<file path="config.mk">
export PLATFORM = sky130hd
export DESIGN_NAME = msi_ind_setter
export DESIGN_NICKNAME = d
export VERILOG_FILES = /design/src/rtl/msi_ind_pkg.sv /design/src/rtl/msi_bit_locator.sv /design/src/rtl/msi_byte_rmw.sv /design/src/rtl/msi_ind_setter.sv
export SDC_FILE = /design/constraint.sdc
export NUM_CORES = 1
export LEC_CHECK = 0
export BUFFER_PORTS_ARGS = -buffer_cell sky130_fd_sc_hd__buf_2
export CAP_MARGIN = 0
export CORE_MARGIN = 5
export CORE_UTILIZATION = 52
export CTS_CLUSTER_DIAMETER = 50
export DETAILED_ROUTE_END_ITERATION = 10
export MAX_ROUTING_LAYER = met4
export PLACE_DENSITY = 0.8
export SLEW_MARGIN = 20
export SYNTH_ARGS = -nofsm -noshare
export SYNTH_HDL_FRONTEND = slang
export SYNTH_HIERARCHICAL = 1
export SYNTH_SLANG_ARGS = --single-unit
</file>
<file path="constraint.sdc">
create_clock -name clk -period 3.1 [get_ports clk]
set_input_delay 0.62 -clock clk [delete_from_list [all_inputs] [get_ports clk]]
set_output_delay 0.62 -clock clk [all_outputs]
set_load 0.02 [all_outputs]
</file>
<file path="src/rtl/msi_ind_pkg.sv">
package msi_ind_pkg;

    typedef enum logic [2:0] {
        SQ_IDLE,
        SQ_IND_GO,
        SQ_IND_WAIT,
        SQ_SUM_GO,
        SQ_SUM_WAIT
    } seq_state_e;

    typedef enum logic [1:0] {
        EN_IDLE,
        EN_READ,
        EN_WRITE,
        EN_DONE
    } eng_state_e;

    localparam int unsigned BYTE_W = 8;
    localparam logic [BYTE_W-1:0] TOP_BIT = 8'h80;

endpackage

</file>
<file path="src/rtl/msi_bit_locator.sv">
module msi_bit_locator #(
    parameter int unsigned ADDR_W = 32,
    parameter int unsigned POS_W  = 17
) (
    input  logic [ADDR_W-1:0] base,
    input  logic [POS_W-1:0]  pos,
    output logic [ADDR_W-1:0] byte_addr,
    output logic [7:0]        bit_mask
);
    import msi_ind_pkg::*;

    localparam int unsigned SHIFT = 3;

    logic [POS_W-1:0] byte_idx;

    always_comb begin
        byte_idx  = pos >> SHIFT;
        byte_addr = base + ADDR_W'(byte_idx);
        bit_mask  = TOP_BIT >> pos[SHIFT-1:0];
    end

endmodule

</file>
<file path="src/rtl/msi_byte_rmw.sv">
module msi_byte_rmw #(
    parameter int unsigned ADDR_W = 32
) (
    input  logic              clk,
    input  logic              rst_n,
    input  logic              start,
    input  logic [ADDR_W-1:0] addr,
    input  logic [7:0]        mask,
    output logic              done,
    output logic [7:0]        old_byte,
    output logic              fail,
    output logic              mem_req,
    output logic              mem_we,
    output logic              mem_lock,
    output logic [ADDR_W-1:0] mem_addr,
    output logic [7:0]        mem_wdata,
    input  logic              mem_ack,
    input  logic [7:0]        mem_rdata,
    input  logic              mem_err
);
    import msi_ind_pkg::*;

    typedef struct packed {
        eng_state_e        st;
        logic [ADDR_W-1:0] addr;
        logic [7:0]        mask;
        logic [7:0]        old;
        logic              fail;
    } eng_t;

    eng_t eng_d, eng_q;

    always_comb begin
        eng_d = eng_q;
        case (eng_q.st)
            EN_IDLE: begin
                if (start) begin
                    eng_d.st   = EN_READ;
                    eng_d.addr = addr;
                    eng_d.mask = mask;
                    eng_d.old  = '0;
                    eng_d.fail = 1'b0;
                end
            end
            EN_READ: begin
                if (mem_ack) begin
                    if (mem_err) begin
                        eng_d.old  = 8'hFF;
                        eng_d.fail = 1'b1;
                        eng_d.st   = EN_DONE;
                    end else begin
                        eng_d.old = mem_rdata;
                        eng_d.st  = EN_WRITE;
                    end
                end
            end
            EN_WRITE: begin
                if (mem_ack) begin
                    eng_d.fail = mem_err;
                    eng_d.st   = EN_DONE;
                end
            end
            default: eng_d.st = EN_IDLE;
        endcase
    end

    always_ff @(posedge clk or negedge rst_n) begin
        if (!rst_n) begin
            eng_q <= '{st: EN_IDLE, addr: '0, mask: '0, old: '0, fail: 1'b0};
        end else begin
            eng_q <= eng_d;
        end
    end

    always_comb begin
        mem_req   = (eng_q.st == EN_READ) || (eng_q.st == EN_WRITE);
        mem_we    = (eng_q.st == EN_WRITE);
        mem_lock  = mem_req;
        mem_addr  = eng_q.addr;
        mem_wdata = eng_q.old | eng_q.mask;
        done      = (eng_q.st == EN_DONE);
        old_byte  = eng_q.old;
        fail      = eng_q.fail;
    end

endmodule

</file>
<file path="src/rtl/msi_ind_setter.sv">
module msi_ind_setter #(
    parameter int unsigned ADDR_W = 32,
    parameter int unsigned OFS_W  = 16,
    parameter int unsigned VEC_W  = 11,
    parameter int unsigned DATA_W = 32,
    parameter int unsigned ISC_W  = 3
) (
    input  logic              clk,
    input  logic              rst_n,
    input  logic              fn_enabled,
    input  logic [ADDR_W-1:0] ind_base,
    input  logic [OFS_W-1:0]  ind_ofs,
    input  logic [ADDR_W-1:0] sum_base,
    input  logic [OFS_W-1:0]  sum_ofs,
    input  logic [ISC_W-1:0]  isc,
    input  logic              msg_valid,
    input  logic [DATA_W-1:0] msg_data,
    output logic              msg_ready,
    input  logic              rd_req,
    output logic              rd_valid,
    output logic [DATA_W-1:0] rd_data,
    output logic              mem_req,
    output logic              mem_we,
    output logic              mem_lock,
    output logic [ADDR_W-1:0] mem_addr,
    output logic [7:0]        mem_wdata,
    input  logic              mem_ack,
    input  logic [7:0]        mem_rdata,
    input  logic              mem_err,
    output logic              irq_valid,
    output logic [ISC_W-1:0]  irq_isc,
    output logic              err_evt
);
    import msi_ind_pkg::*;

    localparam int unsigned WIDEST  = (OFS_W > VEC_W) ? OFS_W : VEC_W;
    localparam int unsigned POS_W   = WIDEST + 1;
    localparam int unsigned N_LOC   = 2;
    localparam int unsigned LOC_IND = 0;
    localparam int unsigned LOC_SUM = 1;

    typedef struct packed {
        seq_state_e        st;
        logic [ADDR_W-1:0] ind_addr;
        logic [7:0]        ind_mask;
        logic [ADDR_W-1:0] sum_addr;
        logic [7:0]        sum_mask;
        logic [ISC_W-1:0]  isc;
        logic              irq;
        logic              err;
        logic              rd_v;
    } seq_t;

    seq_t seq_d, seq_q;

    logic [ADDR_W-1:0] loc_base [N_LOC];
    logic [POS_W-1:0]  loc_pos  [N_LOC];
    logic [ADDR_W-1:0] loc_addr [N_LOC];
    logic [7:0]        loc_mask [N_LOC];

    logic              eng_start;
    logic [ADDR_W-1:0] eng_addr;
    logic [7:0]        eng_mask;
    logic              eng_done;
    logic [7:0]        eng_old;
    logic              eng_fail;

    always_comb begin
        loc_base[LOC_IND] = ind_base;
        loc_pos[LOC_IND]  = POS_W'(ind_ofs) + POS_W'(msg_data[VEC_W-1:0]);
        loc_base[LOC_SUM] = sum_base;
        loc_pos[LOC_SUM]  = POS_W'(sum_ofs);
    end

    for (genvar g = 0; g < N_LOC; g++) begin : g_loc
        msi_bit_locator #(
            .ADDR_W(ADDR_W),
            .POS_W (POS_W)
        ) u_loc (
            .base     (loc_base[g]),
            .pos      (loc_pos[g]),
            .byte_addr(loc_addr[g]),
            .bit_mask (loc_mask[g])
        );
    end

    always_comb begin
        seq_d      = seq_q;
        seq_d.irq  = 1'b0;
        seq_d.err  = 1'b0;
        seq_d.rd_v = rd_req;
        case (seq_q.st)
            SQ_IDLE: begin
                if (msg_valid && fn_enabled) begin
                    seq_d.ind_addr = loc_addr[LOC_IND];
                    seq_d.ind_mask = loc_mask[LOC_IND];
                    seq_d.sum_addr = loc_addr[LOC_SUM];
                    seq_d.sum_mask = loc_mask[LOC_SUM];
                    seq_d.isc      = isc;
                    seq_d.st       = SQ_IND_GO;
                end
            end
            SQ_IND_GO: seq_d.st = SQ_IND_WAIT;
            SQ_IND_WAIT: begin
                if (eng_done) begin
                    seq_d.err = eng_fail;
                    seq_d.st  = SQ_SUM_GO;
                end
            end
            SQ_SUM_GO: seq_d.st = SQ_SUM_WAIT;
            SQ_SUM_WAIT: begin
                if (eng_done) begin
                    seq_d.err = eng_fail;
                    seq_d.irq = !eng_fail && (eng_old == 8'h00);
                    seq_d.st  = SQ_IDLE;
                end
            end
            default: seq_d.st = SQ_IDLE;
        endcase
    end

    always_ff @(posedge clk or negedge rst_n) begin
        if (!rst_n) begin
            seq_q <= '{st: SQ_IDLE, ind_addr: '0, ind_mask: '0, sum_addr: '0,
                       sum_mask: '0, isc: '0, irq: 1'b0, err: 1'b0, rd_v: 1'b0};
        end else begin
            seq_q <= seq_d;
        end
    end

    always_comb begin
        eng_start = (seq_q.st == SQ_IND_GO) || (seq_q.st == SQ_SUM_GO);
        eng_addr  = (seq_q.st == SQ_SUM_GO) ? seq_q.sum_addr : seq_q.ind_addr;
        eng_mask  = (seq_q.st == SQ_SUM_GO) ? seq_q.sum_mask : seq_q.ind_mask;
    end

    msi_byte_rmw #(
        .ADDR_W(ADDR_W)
    ) u_rmw (
        .clk      (clk),
        .rst_n    (rst_n),
        .start    (eng_start),
        .addr     (eng_addr),
        .mask     (eng_mask),
        .done     (eng_done),
        .old_byte (eng_old),
        .fail     (eng_fail),
        .mem_req  (mem_req),
        .mem_we   (mem_we),
        .mem_lock (mem_lock),
        .mem_addr (mem_addr),
        .mem_wdata(mem_wdata),
        .mem_ack  (mem_ack),
        .mem_rdata(mem_rdata),
        .mem_err  (mem_err)
    );

    always_comb begin
        msg_ready = (seq_q.st == SQ_IDLE);
        rd_valid  = seq_q.rd_v;
        rd_data   = seq_q.rd_v ? '1 : '0;
        irq_valid = seq_q.irq;
        irq_isc   = seq_q.isc;
        err_evt   = seq_q.err;
    end

endmodule

</file>
==> reports/metrics.cfg <==
[sta]
finalMaxSlewViolations = 0
slew_headroom = 0.5165
finalCritPeriodShare = 1.178
setup_viol = 25
rsz0062_at_grt = true
skew_ns = 0.01117
max_freq_mhz = 273.9
period_minus_slack_ns = 3.651
final-hold-violation-count = 0
fin_setup_tns_ns = -11.65
tightest_slew_ns = 0.7252
layout_setup_ws_ns = -0.5514

[grt]
first_global_vias = 7398
grt_max_degree = 77
grt_antenna_before_repair = 2
overflow = 0
track_usage = 0.2252
grt_pass1_wl_um = 36360

[clock_network]
path_clk_slew_ns = 0.06
htreeDepth = 4
cts_buffers = 17
clock-root-buffer = clkbuf_16
clockBufferDepth = 2
clk_latency_ns = 0.41
clock-sinks = 140
cts_tree = yes
hold_buffers = 0

[critical_path]
required_ns = 3.39
cpMostUsedCell = buf_6
cp_max_fo = 5
worstPathArrival_ns = 3.95
ff2ff_path_depth = 5
rr_endpoint = u_rmw/mem_addr[18]
rrSetupSlack_ns = 0.93
path_cells = buf_6, ha_4, fa_2, a21o_1, a221oi_4, buf_6, o211ai_2, a21oi_2, xnor2_1, ha_2, nand2_2, nor2_4, a31oi_4, o21ai_4, buf_6, nand4_1, xnor2_1, mux2_4
crit_slowest_cell = ha_2
max_stage_delay_ns = 0.40
critPathKind = in2reg
start_kind = primary input
rr_startpoint = seq_q[86]
cp-end-kind = flop

[drt]
ant_nets = 0
viasPerCell = 5.547
drt_iter0_markers = 276
num_vias = 7317
wl_per_cell_um = 17.73
routed_wl_um = 23390
drcViolationCount = 0
drtPass1Iterations = 5

[final_layout]
syn2layout_area_growth_pct = 25.39
drive_above_1_share = 0.5074
design_area_um2 = 11810
final_nets = 1269

[power_and_ir_drop]
p_leak_nw = 5.588
powerDensity_nw_per_um2 = 829.0
netSwitchingPower_mw = 3.428
netSwitchingFraction = 0.3500
pwr-share-seq = 0.336
finalPower_mw = 9.793
ir_drop_mv = 0.6792
power_frac_comb = 0.443
cellInternalPower_mw = 6.366
p_clk_frac = 0.222

[yosys]
ys.flop_type = dfrtp_1
yosysWarnings = 6
synth_fp_nets = 1057
seq_area_frac_synth = 0.3718
synth.avg_cell_area_um2 = 10.92
synth.cell_area_um2 = 9422
ys_top_cells_by_area = dfrtp_1, mux2_2, buf_4, ha_1, xnor2_1
synth-edff-count = 0
ys_async_sr_fraction = 1.000
synth-seq-cells = 140
syn_inst = 863
synth.top_cell.area_share = 0.3718
ys_types = 62
synth_top_area_cell = dfrtp_1

[die]
core_region_area_um2 = 17900
die_w_um = 144.6
io_pins = 228
rows = 49
die_h_um = 144.6
dieArea_um2 = 20910
start_util = 0.5263

[min_path]
holdCritPathClass = in2async

[place]
post_dp_cell_area_um2 = 10680
io_buffers = 206
gp_congestion = 0.9009
place_hpwl_um = 16890

[run_status]
violations = negative setup slack
status = finished, violations left

[job]
maxCapViolCount = 0

## state kept, by name, summed over array words and instances (netlist names)
name            flops
err_evt             1
irq_isc             3
irq_valid           1
rd_valid            1
seq_q              83
u_rmw/eng_q        10
u_rmw/fail          1
u_rmw/mem_addr     32
u_rmw/old_byte      8
## layout make-up
cell class / instances / area (um2)
multi-input cells: 609 / 5522
well taps: 229 / 286.5
clock buffers: 19 / 452.9
inverters: 10 / 37.54
diodes: 2 / 5.005
flip-flops and latches: 140 / 3503
clock inverters: 13 / 190.2
fillers: 1320 / 6088
repair buffers: 297 / 1817
## critical path: cells and delay by family
| family | cells | cell delay [ns] |
|---|---|---|
| compound gates | 6 | 1.16 |
| mux | 1 | 0.25 |
| simple gates | 3 | 0.35 |
| fa+ha+maj | 3 | 0.91 |
| buf+inv | 3 | 0.41 |
| xor+xnor | 2 | 0.24 |
## metal layers
layer / global-route usage / wire length (um) / vias up / share of wire
li1: - / - / 3483 / -
met1: 0.2840 / 9868 / 3556 / 0.42
met2: 0.3699 / 11680 / 241 / 0.50
met3: 0.03505 / 1296 / 37 / 0.055
met4: 0.07904 / 542 / 0 / 0.023
met5: - / 0 / - / 0
## synthesized netlist by cell type, types with 10 or more instances
| cell type | instances |
|---|---|
| a21o_1 | 12 |
| a21oi_1 | 35 |
| and3_1 | 14 |
| buf_2 | 14 |
| buf_4 | 77 |
| dfrtp_1 | 140 |
| ha_1 | 45 |
| inv_1 | 10 |
| mux2_1 | 23 |
| mux2_2 | 144 |
| nand2_1 | 41 |
| nand3_1 | 19 |
| nand4_1 | 16 |
| nor2_1 | 33 |
| nor3_1 | 13 |
| o211ai_1 | 11 |
| o21ai_0 | 17 |
| or2_2 | 11 |
| xnor2_1 | 45 |
| xor2_1 | 25 |
## kinds of logic after synthesis
| kind of cell | count (synthesis) | share of synthesized area |
|---|---|---|
| buffers and inverters | 114 | 0.08446 |
| adders and majority gates | 48 | 0.06614 |
| and+or+nand+nor | 192 | 0.1114 |
| xor gates and xnor gates | 70 | 0.06507 |
| other | 1 | 0.0003980 |
| DFF | 140 | 0.3718 |
| AOI/OAI and AO/OA | 131 | 0.1011 |
| muxes | 167 | 0.1996 |
## metrics by stage
step | setup slack [ns] | std cells | hold WS [ns] | utilization
after global placement | -0.9391 | 1271 | 0.4613 | 0.5967
after CTS | -0.4953 | 1314 | 0.2707 | 0.6498
final | -0.5514 | 1319 | 0.2497 | 0.6599
after detailed placement | -1.004 | 1271 | 0.4756 | 0.5967
after floorplan | -0.6827 | 863 | 0.3244 | -
after global routing | -0.6696 | 1319 | 0.3060 | 0.6599
## worst max path at each step
stage / startpoint / to / slack (ns) / depth (start not counted)
finish: msg_data[0] / seq_q[85] / -0.55 / 18
CTS: msg_data[0] / seq_q[85] / -0.50 / 18
global placement: ind_ofs[0] / seq_q[72] / -0.94 / 16
floorplan: ind_ofs[0] / seq_q[70] / -0.68 / 14
detailed placement: ind_ofs[0] / seq_q[72] / -1.00 / 16
global route: msg_data[0] / seq_q[71] / -0.67 / 18
## cells in the final DEF, fill, tap and decap left out, drive strengths merged, types with 21 or more instances in the layout
cell type  instances
buf              297
mux2             167
dfrtp            140
ha                45
xnor2             45
nand2             41
a21oi             37
nor2              33
xor2              25
o21ai             21
## timing repair
action                     4_1_cts  5_1_grt
buffers inserted                12        5
setup endpoints to repair       25       27
resized for setup               46       30
pin swaps                       34       25
## power by group through the flow
| stage | Clock, mW | Sequential [mW] | Combinational (mW) |
|---|---|---|---|
| final | 2.17 | 3.29 | 4.34 |
| after global routing | 2.30 | 3.39 | 4.66 |
| after CTS | 2.21 | 3.27 | 4.21 |
| after detailed placement | 0 | 3.29 | 3.98 |
| after global placement | 0 | 3.24 | 3.87 |
| after floorplan | 0 | 3.06 | 3.31 |
No activity file was read; power rests on OpenSTA's default activity.
